<file path="config.mk">
export PLATFORM = sky130hd
export DESIGN_NAME = baud_nco_gen
export DESIGN_NICKNAME = d
export VERILOG_FILES = /design/src/rtl/baud_nco_pkg.sv /design/src/rtl/baud_nco_phase.sv /design/src/rtl/baud_nco_prescale.sv /design/src/rtl/baud_nco_framer.sv /design/src/rtl/baud_nco_gen.sv
export SDC_FILE = /design/constraint.sdc
export NUM_CORES = 1
export LEC_CHECK = 0
export BUFFER_PORTS_ARGS = -buffer_cell sky130_fd_sc_hd__buf_2
export CELL_PAD_IN_SITES_DETAIL_PLACEMENT = 0
export CELL_PAD_IN_SITES_GLOBAL_PLACEMENT = 1
export CORE_UTILIZATION = 49
export CTS_CLUSTER_SIZE = 40
export DETAILED_ROUTE_END_ITERATION = 8
export PLACE_DENSITY_LB_ADDON = 0.1
export SYNTH_ARGS = -nofsm -noshare
export SYNTH_HDL_FRONTEND = slang
export SYNTH_HIERARCHICAL = 1
export SYNTH_SLANG_ARGS = --single-unit
</file>
<file path="constraint.sdc">
create_clock -name clk -period 3.7 [get_ports clk]
set_input_delay 0.74 -clock clk [delete_from_list [all_inputs] [get_ports clk]]
set_output_delay 0.74 -clock clk [all_outputs]
set_load 0.02 [all_outputs]
</file>
<file path="src/rtl/baud_nco_pkg.sv">
package baud_nco_pkg;

    typedef enum logic [0:0] {
        ST_COUNTING = 1'b0,
        ST_FINAL    = 1'b1
    } frame_state_t;

endpackage

</file>
<file path="src/rtl/baud_nco_phase.sv">
module baud_nco_phase #(
    parameter int PHASE_W = 16
) (
    input  logic               clk,
    input  logic               rst_n,
    input  logic               active,
    input  logic [PHASE_W-1:0] inc,
    output logic [PHASE_W-1:0] acc,
    output logic               carry_tick
);
    logic [PHASE_W-1:0] acc_q;
    logic               tick_q;
    logic [PHASE_W:0]   sum;

    always_comb begin
        sum = {1'b0, acc_q} + {1'b0, inc};
    end

    always_ff @(posedge clk or negedge rst_n) begin
        if (!rst_n) begin
            acc_q  <= '0;
            tick_q <= 1'b0;
        end else if (active) begin
            acc_q  <= sum[PHASE_W-1:0];
            tick_q <= sum[PHASE_W];
        end else begin
            tick_q <= 1'b0;
        end
    end

    assign acc        = acc_q;
    assign carry_tick = tick_q;
endmodule

</file>
<file path="src/rtl/baud_nco_prescale.sv">
module baud_nco_prescale #(
    parameter int RATIO = 16
) (
    input  logic clk,
    input  logic rst_n,
    input  logic in_tick,
    output logic out_tick
);
    localparam int CNT_W = (RATIO > 1) ? $clog2(RATIO) : 1;
    localparam logic [CNT_W-1:0] LAST = CNT_W'(RATIO - 1);

    logic [CNT_W-1:0] cnt_q;
    logic             out_q;

    always_ff @(posedge clk or negedge rst_n) begin
        if (!rst_n) begin
            cnt_q <= '0;
            out_q <= 1'b0;
        end else begin
            out_q <= 1'b0;
            if (in_tick) begin
                if (cnt_q == LAST) begin
                    cnt_q <= '0;
                    out_q <= 1'b1;
                end else begin
                    cnt_q <= cnt_q + 1'b1;
                end
            end
        end
    end

    assign out_tick = out_q;
endmodule

</file>
<file path="src/rtl/baud_nco_framer.sv">
module baud_nco_framer
    import baud_nco_pkg::*;
#(
    parameter int BITS_PER_CHAR = 10
) (
    input  logic clk,
    input  logic rst_n,
    input  logic bit_in,
    output logic done
);
    localparam int CNT_W = $clog2(BITS_PER_CHAR);
    localparam logic [CNT_W-1:0] PENULT = CNT_W'(BITS_PER_CHAR - 2);

    frame_state_t     state_q, state_d;
    logic [CNT_W-1:0] cnt_q, cnt_d;
    logic             done_q;

    always_comb begin
        state_d = state_q;
        cnt_d   = cnt_q;
        unique case (state_q)
            ST_COUNTING: begin
                if (bit_in) begin
                    if (cnt_q == PENULT) begin
                        state_d = ST_FINAL;
                    end else begin
                        cnt_d = cnt_q + 1'b1;
                    end
                end
            end
            ST_FINAL: begin
                if (bit_in) begin
                    state_d = ST_COUNTING;
                    cnt_d   = '0;
                end
            end
            default: begin
                state_d = ST_COUNTING;
                cnt_d   = '0;
            end
        endcase
    end

    always_ff @(posedge clk or negedge rst_n) begin
        if (!rst_n) begin
            state_q <= ST_COUNTING;
            cnt_q   <= '0;
        end else begin
            state_q <= state_d;
            cnt_q   <= cnt_d;
        end
    end

    always_ff @(posedge clk or negedge rst_n) begin
        if (!rst_n) begin
            done_q <= 1'b0;
        end else begin
            done_q <= (state_q == ST_FINAL) && bit_in;
        end
    end

    assign done = done_q;
endmodule

</file>
<file path="src/rtl/baud_nco_gen.sv">
module baud_nco_gen #(
    parameter int PHASE_W       = 16,
    parameter int OS_RATIO      = 16,
    parameter int BITS_PER_CHAR = 10
) (
    input  logic               clk,
    input  logic               rst_n,
    input  logic               run_en,
    input  logic [PHASE_W-1:0] phase_inc,
    output logic               sample_tick,
    output logic               bit_tick,
    output logic               char_done
);
    logic               active;
    logic [PHASE_W-1:0] phase_acc;

    assign active = run_en && (phase_inc != '0);

    baud_nco_phase #(.PHASE_W(PHASE_W)) u_phase (
        .clk        (clk),
        .rst_n      (rst_n),
        .active     (active),
        .inc        (phase_inc),
        .acc        (phase_acc),
        .carry_tick (sample_tick)
    );

    baud_nco_prescale #(.RATIO(OS_RATIO)) u_prescale (
        .clk      (clk),
        .rst_n    (rst_n),
        .in_tick  (sample_tick),
        .out_tick (bit_tick)
    );

    baud_nco_framer #(.BITS_PER_CHAR(BITS_PER_CHAR)) u_framer (
        .clk    (clk),
        .rst_n  (rst_n),
        .bit_in (bit_tick),
        .done   (char_done)
    );
endmodule

</file>
==> results.md, run 1 <==
STA:
- At the pin with the least slew margin, the transition time is roughly 1.0 ns.
- The number of hold-slack violations in the final timing report is 0.
- Timing would allow up to 367 MHz.
- Setup slack closes at roughly 0.98 ns.
- The post-route clock period utilization is 73.6%.
- The final clock skew is 0.00658 ns.
- In the final timing run, aggregate negative setup slack is 0 ns.
- Setup repair after global routing left no endpoint under its margin.
- The worst pin sits at a relative slew slack of slightly above 30%.
- The number of max-slew violations in the final report is 0.
- Hold timing on the final database bottoms out at a slack of around 0.47 ns.
- The minimum period implied by the final worst setup slack is between 2 and 3 ns.
- The final setup violation count is 0.

CTS:
- The clock latency at the later pin of the worst-skew pair is 0.27 ns.
- In this run the post-CTS setup repair buffer count came out at 0.
- After clock tree synthesis, the clock-pin slew on the worst setup and hold paths is 0.10 ns.
- Buffers inserted during clock tree synthesis total 3.
- The clock drives 28 sinks.
- The quantity of hold-fixing buffers added after cts is 0.
- The number of H-tree levels is 1.
- The post-cts sizing count is 0.
- The maximum buffer depth of the clock tree is 2.
- Clock tree synthesis selected as its root buffer the cell clkbuf_8.
- The clock tree from TritonCTS is built.

Logic synthesis:
- The number of synthesized flops with an enable pin is 0.
- The register bit total from synthesis is 28.
- The unique cell type count in the Yosys netlist is 49.
- The biggest area contributor in the post-synthesis netlist is dfrtp_1.
- The share of synthesized flip-flops with an asynchronous set or reset is 100%.
- Summing the sequential cell areas from Yosys gives 35.1% of the chip area.
- The synthesized netlist occupies a cell area of approximately 2000 um2.
- The share of synthesized area in the top cell type comes to 35.1%.
- The prevailing post-synth register cell is dfrtp_1.
- After synthesis, the cell types taking the most area are dfrtp_1 35%, ha_1 12%, mux2_2 6.8%, xnor2_1 3.1%, nand2_1 2.8%.
- The average size of a mapped cell is 10.0 um2.
- Ranked by instance count, the synthesized netlist is headed by 28 x dfrtp_1, 19 x ha_1, 15 x nand2_1, 12 x mux2_2, 11 x nor2_1.
- The total number of yosys warnings is 6.
- Among all cell types in the netlist, the one instantiated most often is dfrtp_1.
- The total nets after synthesis is about 240.
- The synthesized netlist cell count is 199.

Final layout:
- The sequential cells in the finished layout cover a total of 701 um2.
- The multi-input combinational cell area is 1240 um2.
- The finished layout holds 268 standard cells, fillers aside.
- The layout net count is 260.
- The area added between synthesis and finish is 10.9%.
- The final antenna diode count is 0.
- The ratio of cells with drive above 1 in the final layout is approximately a fifth.
- The layout has 321 filler cells.

Critical path:
- In this run the worst path has a maximum fanout of 4.
- The register-to-register path setup slack is between 1 and 1.5 ns.
- STA puts the critical path data required time at 3.87 ns.
- The capture instance of the worst register-to-register path is u_phase/acc[12]$_DFFE_PN0P_.
- The critical path in this run is classified as primary input to flop.
- The endpoint class of the critical path is a flop.
- The worst register-to-register path begins at u_phase/acc[0]$_DFFE_PN0P_.
- Measured in cells, the most critical reg-to-reg path has a length of 8.
- The endpoint arrival time on the critical path is 2.89 ns.
- STA classifies the critical path startpoint as a primary input.

Drt:
- The detailed router finished its first iteration with 72 violations.
- Before antenna repair, the detailed router went through 4 iterations.
- In the final routed layout, each cell accounts on average for between 15 and 20 um.
- After detailed routing, the number of vias per cell comes to 5.79.
- The final wirelength is 4060 um.
- The number of vias in the routed layout is between 1500 and 2000.
- In the routed design, unresolved DRC markers number 0.
- Once detail routing completed, the nets flagged for antenna violations numbered 0.

Global route:
- The wire length of the first global-routing pass is 7050 um.
- The number of antenna violations at the first check in global routing was 0.
- The pin count of the biggest net entering global routing is 29.
- The number of global-route vias before repair came to 1564.
- The sum of overflow across all layers after global routing is 0.
- For this run, the total global-route usage over all layers was measured as a little over a fifth.

Power and ir drop:
- For this design the ratio of total power to cell area is about 790 nW/um2.
- The cell leakage power is 1.02 nW.
- Overall power consumption after layout is estimated at 1.74 mW.
- The peak ir drop on the vdd network is 365 uV.

Placement:
- The detailed placement HPWL is 3160 um.
- The congestion estimate from routability-driven global placement came to 0.843.
- Input and output buffers added on the ports amount to 21.
- In this run, placement finished with an instance count of 264.
- Before CTS, the worst setup slack after placement is roughly 0.70 ns.

Die:
- The die covers 4330 um2.
- The initial standard-cell utilization of the core is 52.9%.
- The height of the die is 65.8 um.
- The die extent in x is ~66 um.
- After floorplanning, the core was sized to cover between 3000 and 4000 um2.
- The number of standard-cell rows in the floorplan is 22.
- The count of pins on the block boundary is 22.

Status:
- The flow ran to the end, and the final reports show no timing, DRC or antenna violations.

Run:
- The number of max-cap violations is 0.

Min path:
- The path category of the worst min-delay check is primary input to asynchronous set/reset pin.
cells by family (layout without fill, tap and decap cells):
group | count (synthesis) | count (layout) | synth area share [%]
AOI/OAI and AO/OA | 54 | 54 | 18.9
buffers and inverters | 12 | 33 | 2.89
muxes | 15 | 15 | 8.78
DFF | 28 | 28 | 35.1
xor gates and xnor gates | 12 | 12 | 5.27
adders and majority gates | 20 | 20 | 12.9
and+or+nand+nor | 58 | 58 | 16.1
layout by cell type, fill, tap and decap left out, types with 7 or more instances in the layout:
cell     instances
nand2_1         15
o21ai_0          7
nand3_1          8
xnor2_1          7
dfrtp_1         28
nor2_1          11
mux2_2          12
ha_1            19
inv_1            8
a21oi_1         10
buf_2           21
a21o_1           7
sequential cells by signal (all words and copies together), names as in the netlist:
register	flops
u_phase/acc	16
u_framer/cnt_q	4
u_prescale/cnt_q	4
u_framer/done	1
u_framer/state_q	1
u_phase/carry_tick	1
u_prescale/out_tick	1
area by class of cell:
cell class              count  share of cell area (%)
clock inverters             1                    1.36
inverters                   8                    1.36
repair buffers             21                    4.75
clock buffers               3                    1.87
multi-input cells         159                    56.3
well taps                  48                    2.72
flip-flops and latches     28                    31.7
power breakdown:
| part | internal [mW] | leakage (nW) | switching (mW) |
|---|---|---|---|
| Clock | 0.145 | 0.0357 | 0.0982 |
| Combinational | 0.479 | 0.639 | 0.502 |
| Sequential | 0.429 | 0.345 | 0.0878 |
routing by layer:
metal	vias up	GRT usage (%)	routed length, um
met5	-	0	0
met3	2	3.10	163
met2	28	33.7	1800
met1	740	30.5	2080
met4	0	4.08	18
li1	783	-	-
through the flow:
step	util [%]	area [um2]
after detailed placement	56.7	2140
final	58.6	2210
after CTS	58.6	2210
after global routing	58.6	2210
after floorplan	-	1990
after global placement	56.7	2140
worst max path at each step:
stage / from / end / cells past startpoint / slack [ns]
final: phase_inc[0] / u_phase/acc[12]$_DFFE_PN0P_ / 9 / 0.98
after global routing: phase_inc[0] / u_phase/acc[12]$_DFFE_PN0P_ / 9 / 0.92
after CTS: phase_inc[0] / u_phase/acc[12]$_DFFE_PN0P_ / 9 / 1.0
after detailed placement: phase_inc[0] / u_phase/acc[12]$_DFFE_PN0P_ / 9 / 0.70
after global placement: phase_inc[0] / u_phase/acc[12]$_DFFE_PN0P_ / 9 / 0.76
after floorplan: phase_inc[0] / u_phase/acc[12]$_DFFE_PN0P_ / 8 / 0.94
worst max-delay path, stage by stage:
cell and delay, ns:
buf_2 0.11, ha_1 0.22, fa_1 0.41, a21o_1 0.21
a221o_2 0.41, a211oi_2 0.25, o41ai_2 0.11, xor2_1 0.15
mux2_4 0.27
No activity file was read; power rests on OpenSTA's default activity.
==> run 2: changes to the inputs <==
Settings changed: ABC_AREA set to 1, CORE_UTILIZATION 49 to 42.
Clock period 3.7 ns to 2.65 ns, I/O delays scaled along.
==> results.md, run 2 <==
Placement:
- The count of input and output buffers is 21 (unchanged).
- The detailed placement HPWL is 3670 um (+16%).
- The last weighted congestion value of the routability-driven placer is 0.784 (-7.0%).
- The worst slack at placement is 0.616 ns (-0.0836 ns).

Final layout:
- The most common library cell in the layout ignoring fill and taps is nand2_1.
- The ratio of cells with drive above 1 in the final layout is 14.1% (-7.2 points).
- The area added between synthesis and finish is 11.9%.
- The layout net count came to 387 (+49%).
- The flip-flop count of the largest register, all copies and words added is 16 (unchanged).
- Leaving out fill and tap cells, the most frequent cells in the layout are 125 x nand2_1, 45 x inv_1, 28 x dfrtp_1, 22 x nor2_1.
- The final antenna diode count is 0 (unchanged).
- The footprint of the flip-flops and latches is 701 um2 (unchanged).
- The multi-input combinational cell area is 1280 um2 (+3.3%).
- The total of fill cells in the finished design is 519 (+62%).

Logic synthesis:
- The simple logic cell fraction of the synthesized area is 39.1% (+23 points).
- The cell area after synthesis is 2190 um2 (+9.8%).
- The register bit total from synthesis came to 28 (unchanged).
- After synthesis, the largest family of logic cells by area is simple AND/OR/NAND/NOR gates.
- The xor-xnor portion of the synthesized cell area was 2.00% (-3.3 points).
- Among all cell types in the netlist, the one instantiated most often is nand2_1.
- The multiplexer fraction of the synthesized cell area is 0.514% (-8.3 points).
- The number of synthesized flops with an enable pin is 0 (unchanged).
- The area share of the largest cell type after synthesis is 32.0% (-3.2 points).
- The post-synthesis compound-gate area fraction is 5.25% (-14 points).
- The synthesized netlist cell count came to 323 (+62%).
- The share of synthesized flip-flops with an asynchronous set or reset is 100% (unchanged).
- By count the netlist is led by 125 x nand2_1, 45 x inv_1, 28 x dfrtp_1, 22 x nor2_1, 21 x nand3_1.
- By area the synthesized netlist is led by dfrtp_1 32%, nand2_1 21%, ha_1 11%, inv_1 7.7%, nand3_1 4.8%.
- The average size of a mapped cell is 6.78 um2 (-32%).
- The total number of yosys warnings is 6 (unchanged).
- The share of the yosys chip area belonging to registers is 32.0% (-3.2 points).
- The area share of fa/ha/maj cells after synthesis is 11.8% (-1.2 points).
- The unique cell type count in the Yosys netlist is 34 (-31%).
- The total nets after synthesis was 362 (+52%).
- Of all cell types, the one taking the most synthesized area is dfrtp_1.
- The most used flip-flop cell after synthesis is dfrtp_1.

Critical path:
- The standard cell with the maximum stage delay on the critical path is dfrtp_1.
- Traced cell by cell, the critical path runs through ha_1 -> fa_1 -> nand2_1 -> nand2_1 -> nand3_1 -> nand2_1 -> or2_1 -> nand3_1 -> nand2_1.
- The maximum net fanout on the critical path came to 4 (unchanged).
- The startpoint-to-endpoint class of the critical path is flop to flop.
- The kind of start point of the critical path is a flop.
- STA classifies the critical path endpoint as a flop.
- The required time at the worst-slack endpoint is 2.84 ns (-1.03 ns).
- The endpoint arrival time on the critical path is 1.94 ns (-0.95 ns).
- The delay of the slowest critical-path stage is 0.40 ns (about the same).
- The most numerous cell on the critical path is nand2_1.

Die:
- The area inside the core boundary is 4880 um2 (+29%).
- The die extent in x is 74.2 um (+13%).
- The number of standard-cell rows in the floorplan came to 25 (+14%).
- The initial standard-cell utilization of the core is 44.9% (-8.0 points).
- The count of pins on the block boundary was 22 (unchanged).
- The height of the die is 74.2 um (+13%).
- The die footprint is 5510 um2 (+27%).

Power and ir drop:
- The cell leakage power came to 1.41 nW (+38%).
- The part of the power in the clock network is 14.5% (+0.5 points).
- The power after layout came to 2.44 mW (+40%).
- The portion of total power attributed to combinational logic is 56.4% (about the same).
- The sequential share of power is 29.1% (-0.6 points).
- The peak ir drop on the vdd network came to 509 uV (+39%).
- The areal power density over the cells came to 993 nW/um2 (+26%).
- The switching power total is 1.12 mW (+62%).
- The internal power component is 1.32 mW (+25%).
- The switching power as a share of total power is 45.9% (+6.3 points).

CTS:
- The post-cts sizing count is 0 (unchanged).
- The clock transition time at the flip-flop clock pins of the worst setup and hold paths is 0.11 ns (about the same).
- The clock latency at the later pin of the worst-skew pair is 0.28 ns (about the same).
- The maximum buffer depth of the clock tree is 2 (unchanged).
- The number of H-tree levels was 1 (unchanged).
- The number of buffers added for setup after CTS is 0 (unchanged).
- The tree is rooted in a clkbuf_8.
- The quantity of hold-fixing buffers added after cts is 0 (unchanged).
- TritonCTS built the clock tree.
- The clock net sink count is 28 (unchanged).
- The total CTS buffers is 3 (unchanged).

STA:
- Setup repair after global routing left no endpoint under its margin.
- The transition time of the tightest slew-check pin is 0.658 ns (-0.383 ns).
- The tightest slew margin relative to the limit came to 56.2% (+26 points).
- The number of hold-slack violations in the final timing report is 0 (unchanged).
- The minimum hold slack is 0.247 ns (-0.225 ns).
- The final clock skew was 0.0134 ns (+0.00678 ns).
- The final setup violation count is 0 (unchanged).
- The setup slack of the critical path after layout is 0.895 ns (-0.0820 ns).
- The post-route clock period utilization is 66.2%.
- The number of max-slew violations in the final report is 0 (unchanged).
- The setup TNS is 0 ns (unchanged).
- Timing would allow up to 570 MHz.
- After layout, the minimum clock period comes to 1.76 ns.

Global route:
- The sum of overflow across all layers after global routing came to 0 (unchanged).
- The combined global-route utilization of all metal layers is 19.4% (-1.8 points).
- The number of antenna violations at the first check in global routing came to 0 (unchanged).
- The number of global-route vias before repair is 1762 (+13%).
- The pin count of the biggest net entering global routing came to 29 (unchanged).
- The wire length of the first global-routing pass is 8160 um (+16%).

Status:
- The flow ran to the end, and the final reports show no timing, DRC or antenna violations.

Drt:
- The post-detailed-route via-to-cell ratio is 4.66 (-20%).
- The number of routed nets with antenna violations is 0 (unchanged).
- The detail-routed net length per standard cell came to 11.4 um (-25%).
- The DRC violation count after routing came to 0 (unchanged).
- The number of vias in the routed layout is 1929 (+24%).
- The violation count after the first detailed-route iteration is 84 (+17%).
- The iteration count of the initial detailed-routing pass was 4 (unchanged).
- The final wirelength came to 4730 um (+16%).

Run:
- The number of max-cap violations is 0 (unchanged).

Min path:
- The path category of the worst min-delay check is primary input to asynchronous set/reset pin.
## run 2: metrics by stage
| stage | utilization (%) | area [um2] | std cells |
|---|---|---|---|
| 2_1_floorplan | - | 2190 | 323 |
| 3_3_place_gp | 48.8 | 2380 | 410 |
| 3_5_place_dp | 48.8 | 2380 | 410 |
| 4_1_cts | 50.3 | 2450 | 414 |
| 5_1_grt | 50.3 | 2450 | 414 |
| 6_report | 50.3 | 2450 | 414 |
## run 2: worst max-delay path, delay by kind of cell (launching register included)
kind                       cells  cell delay, ns
adders and majority gates      2            0.61
DFF                            1            0.40
and+or+nand+nor                7            0.67
## run 2: power groups by stage
stage,Sequential [mW],Clock [mW],Combinational [mW]
finish,0.710,0.352,1.37
global route,0.735,0.379,1.61
CTS,0.711,0.366,1.38
detailed placement,0.718,0,1.37
global placement,0.721,0,1.37
floorplan,0.697,0,1.10
## run 2: kinds of logic after synthesis
logic type	after synthesis
muxes	1
AOI/OAI and AO/OA	20
xor gates and xnor gates	5
DFF	28
adders and majority gates	20
buffers and inverters	54
and+or+nand+nor	195
## run 2: layer usage
layer | vias up | GRT usage, % | part of all wire, %
met5 | - | 0 | 0
met4 | 0 | 3.77 | 0.40
met3 | 2 | 2.30 | 2.8
met2 | 18 | 29.4 | 43
met1 | 861 | 29.7 | 54
li1 | 1048 | - | -
## run 2: final cells by class
cell class / count / area share, %
multi-input cells: 241 / 52.4
flip-flops and latches: 28 / 28.6
inverters: 51 / 7.81
repair buffers: 23 / 4.90
well taps: 67 / 3.42
clock buffers: 3 / 1.68
clock inverters: 1 / 1.22
## run 2: final timing paths
| path | depth (start not counted) | slack [ns] | from | to |
|---|---|---|---|---|
| min in group clk | 2 | 0.49 | u_phase/acc[0]$_DFFE_PN0P_ | u_phase/acc[0]$_DFFE_PN0P_ |
| worst min register to register | 2 | 0.49 | u_phase/acc[0]$_DFFE_PN0P_ | u_phase/acc[0]$_DFFE_PN0P_ |
| worst min-delay path | 1 | 0.25 | rst_n | u_phase/acc[9]$_DFFE_PN0P_ |
| worst max-delay path | 9 | 0.89 | u_phase/acc[0]$_DFFE_PN0P_ | u_phase/acc[6]$_DFFE_PN0P_ |
| worst max register to register | 9 | 0.89 | u_phase/acc[0]$_DFFE_PN0P_ | u_phase/acc[6]$_DFFE_PN0P_ |
| max in group asynchronous | 1 | 1.95 | rst_n | u_prescale/cnt_q[0]$_DFFE_PN0P_ |
==> run 3: changes to the inputs <==
Settings changed: ABC_AREA 1 to 0, CORE_UTILIZATION 42 to 41.
Clock period 2.65 ns to 1.55 ns, I/O delays scaled along.
==> results.md, run 3 (synthesized netlist as in run 1, its figures left out) <==
STA:
- The final clock skew is 0.00991 ns (-0.00345 ns).
- The number of max-slew violations in the final report is 0 (unchanged).
- The number of hold-slack violations in the final timing report was 0 (unchanged).
- The transition time of the tightest slew-check pin came to 0.672 ns (+0.0142 ns).
- The maximum clock frequency came to 420 MHz (-26%).
- Setup repair after global routing could not meet its margin everywhere.
- The final setup violation count is 13 (+13).
- The minimum period implied by the final worst setup slack came to 2.38 ns (+0.625 ns).
- The post-route clock period utilization is 154% (+87 points).
- The setup slack of the critical path after layout is -0.831 ns (-1.73 ns).
- The tightest slew margin relative to the limit is 55.2% (-0.95 points).
- The setup TNS came to -8.08 ns (-8.08 ns).

Die:
- The die extent in x came to 71.7 um (-3.3%).
- The initial standard-cell utilization of the core was 42.5% (-2.4 points).
- The number of standard-cell rows in the floorplan is 25 (unchanged).
- The count of pins on the block boundary is 22 (unchanged).
- The area inside the core boundary is 4690 um2 (-3.8%).
- The die footprint is 5150 um2 (-6.6%).
- The height of the die is 71.7 um (-3.3%).

CTS:
- The clock latency at the later pin of the worst-skew pair was 0.29 ns (about the same).
- The total CTS buffers is 3 (unchanged).
- The maximum buffer depth of the clock tree is 2 (unchanged).
- The number of H-tree levels is 1 (unchanged).
- TritonCTS built the clock tree.
- The clock net sink count was 28 (unchanged).
- The cell sitting at the root of the clock tree is a clkbuf_8.
- The clock transition time at the flip-flop clock pins of the worst setup and hold paths is 0.10 ns (about the same).

Critical path:
- The worst setup path is launched from a flop.
- The worst setup path is of the flop to flop kind.
- The endpoint arrival time on the critical path was 2.57 ns (+0.63 ns).
- The register-to-register path setup slack is -0.83 ns (-1.73 ns).
- STA classifies the critical path endpoint as a flop.
- Walking the worst path, the cells encountered are ha_2 -> fa_2 -> a21o_1 -> a221o_2 -> a211oi_2 -> o41ai_2 -> xor2_1 -> mux2_4.
- The cell depth of the worst flop-to-flop path is 8 (-1).
- The maximum net fanout on the critical path is 3 (-1).
- The required time at the worst-slack endpoint came to 1.74 ns (-1.10 ns).
- The delay of the slowest critical-path stage was 0.41 ns (about the same).
- The startpoint identified for the worst register-to-register timing path is u_phase/acc[0]$_DFFE_PN0P_.
- In this run the critical register-to-register path is captured at u_phase/acc[12]$_DFFE_PN0P_.
- The standard cell with the maximum stage delay on the critical path is a221o_2.

Placement:
- The count of input and output buffers was 21 (unchanged).
- The detailed placement HPWL is 4030 um (+9.6%).
- The area after detailed placement is 2610 um2 (+9.5%).
- The last weighted congestion value of the routability-driven placer is 0.900 (+15%).

Final layout:
- Leaving out fill and tap cells, the most frequent cell in the layout is buf_4.
- The layout net count is 327 (-16%).
- Leaving out fill and tap cells, the most frequent cells in the layout are 56 x buf_4, 28 x dfrtp_1, 21 x buf_2, 16 x ha_1, 12 x nand2_1.
- The ratio of cells with drive above 1 in the final layout was 48.8% (+35 points).
- The share of the core filled with cells in the final layout is 63.5% (+13 points).
- The cell area after layout was 2980 um2 (+22%).
- The final antenna diode count is 0 (unchanged).
- The area added between synthesis and finish is 49.4%.
- The flip-flop count of the largest register, all copies and words added is 16 (unchanged).

Drt:
- The violation count after the first detailed-route iteration is 47 (-44%).
- The iteration count of the initial detailed-routing pass is 4 (unchanged).
- The final wirelength came to 5510 um (+17%).
- The detail-routed net length per standard cell is 16.2 um (+42%).
- The number of routed nets with antenna violations came to 0 (unchanged).
- The number of vias in the routed layout is 1871 (-3.0%).
- The DRC violation count after routing is 0 (unchanged).
- The post-detailed-route via-to-cell ratio is 5.49 (+18%).

Global route:
- The sum of overflow across all layers after global routing is 0 (unchanged).
- The wire length of the first global-routing pass came to 8750 um (+7.3%).
- The combined global-route utilization of all metal layers came to 22.2% (+2.8 points).
- The pin count of the biggest net entering global routing is 29 (unchanged).
- The number of antenna violations at the first check in global routing is 0 (unchanged).
- The number of global-route vias before repair came to 1922 (+9.1%).

Power and ir drop:
- The areal power density over the cells was 1990 nW/um2 (+100%).
- The cell leakage power came to 1.44 nW (+2.1%).
- The peak ir drop on the vdd network is 971 uV (+91%).

Run:
- The number of max-cap violations is 0 (unchanged).

Min path:
- The path category of the worst min-delay check is primary input to asynchronous set/reset pin.

Status:
- The final reports fail on negative setup slack.
- The flow ran to the end, but the final reports show violations.
[run 3: cell count changes in the layout (fill, tap and decap cells not counted), sizes merged, moves of 5 or more]
cell   previous run  this run
mux2              1        14
o21ai             6        11
nand2           130        15
buf              23        88
a21o              0         7
inv              50         8
nor2             25        11
nand3            24         8
[run 3: worst max path at each step]
stage	from	to	slack, ns	depth (start not counted)
2_1_floorplan	u_phase/acc[0]$_DFFE_PN0P_	u_phase/acc[12]$_DFFE_PN0P_	-0.72	8
3_3_place_gp	phase_inc[0]	u_phase/acc[12]$_DFFE_PN0P_	-0.82	9
3_5_place_dp	phase_inc[0]	u_phase/acc[12]$_DFFE_PN0P_	-0.89	9
4_1_cts	u_phase/acc[0]$_DFFE_PN0P_	u_phase/acc[12]$_DFFE_PN0P_	-0.81	8
5_1_grt	u_phase/acc[0]$_DFFE_PN0P_	u_phase/acc[12]$_DFFE_PN0P_	-0.92	8
6_report	u_phase/acc[0]$_DFFE_PN0P_	u_phase/acc[12]$_DFFE_PN0P_	-0.83	8
[run 3: final cells by class]
class / instances / area, um2
fillers: 381 / 1710
clock inverters: 1 / 30.0
flip-flops and latches: 28 / 701
repair buffers: 88 / 649
multi-input cells: 159 / 1460
well taps: 54 / 67.6
inverters: 8 / 30.0
clock buffers: 3 / 41.3
[run 3: worst max-delay path, delay by kind of cell, from the launching register on]
kind	cells	cell delay, ns
xor+xnor	1	0.15
flops	1	0.39
mux	1	0.27
compound gates	4	0.95
fa+ha+maj	2	0.52
[run 3: power by group]
part / switching [mW] / internal (mW)
clock: 0.247 / 0.347
combinational: 1.78 / 2.29
sequential: 0.229 / 1.02
[run 3: what timing repair did]
item	in CTS	in global routing
pin swaps	14	10
endpoints found under the setup margin	14	16
resized for setup	28	15
setup buffers	9	4
hold buffers	0	0
[run 3: layer usage]
metal / up-vias / GRT usage, % / routed length (um)
met4: 0 / 8.28 / 100
met3: 9 / 2.67 / 134
li1: 914 / - / -
met1: 908 / 27.3 / 2480
met5: - / 0 / 0
met2: 40 / 39.6 / 2800
[run 3: metrics by stage]
step	worst slack, ns	hold WS (ns)	power, mW	std cells
detailed placement	-0.895	0.384	4.47	324
global route	-0.919	0.0863	6.32	341
global placement	-0.824	0.373	4.34	324
finish	-0.831	0.0408	5.92	341
CTS	-0.814	0.0684	5.62	337
floorplan	-0.721	0.0144	3.26	199
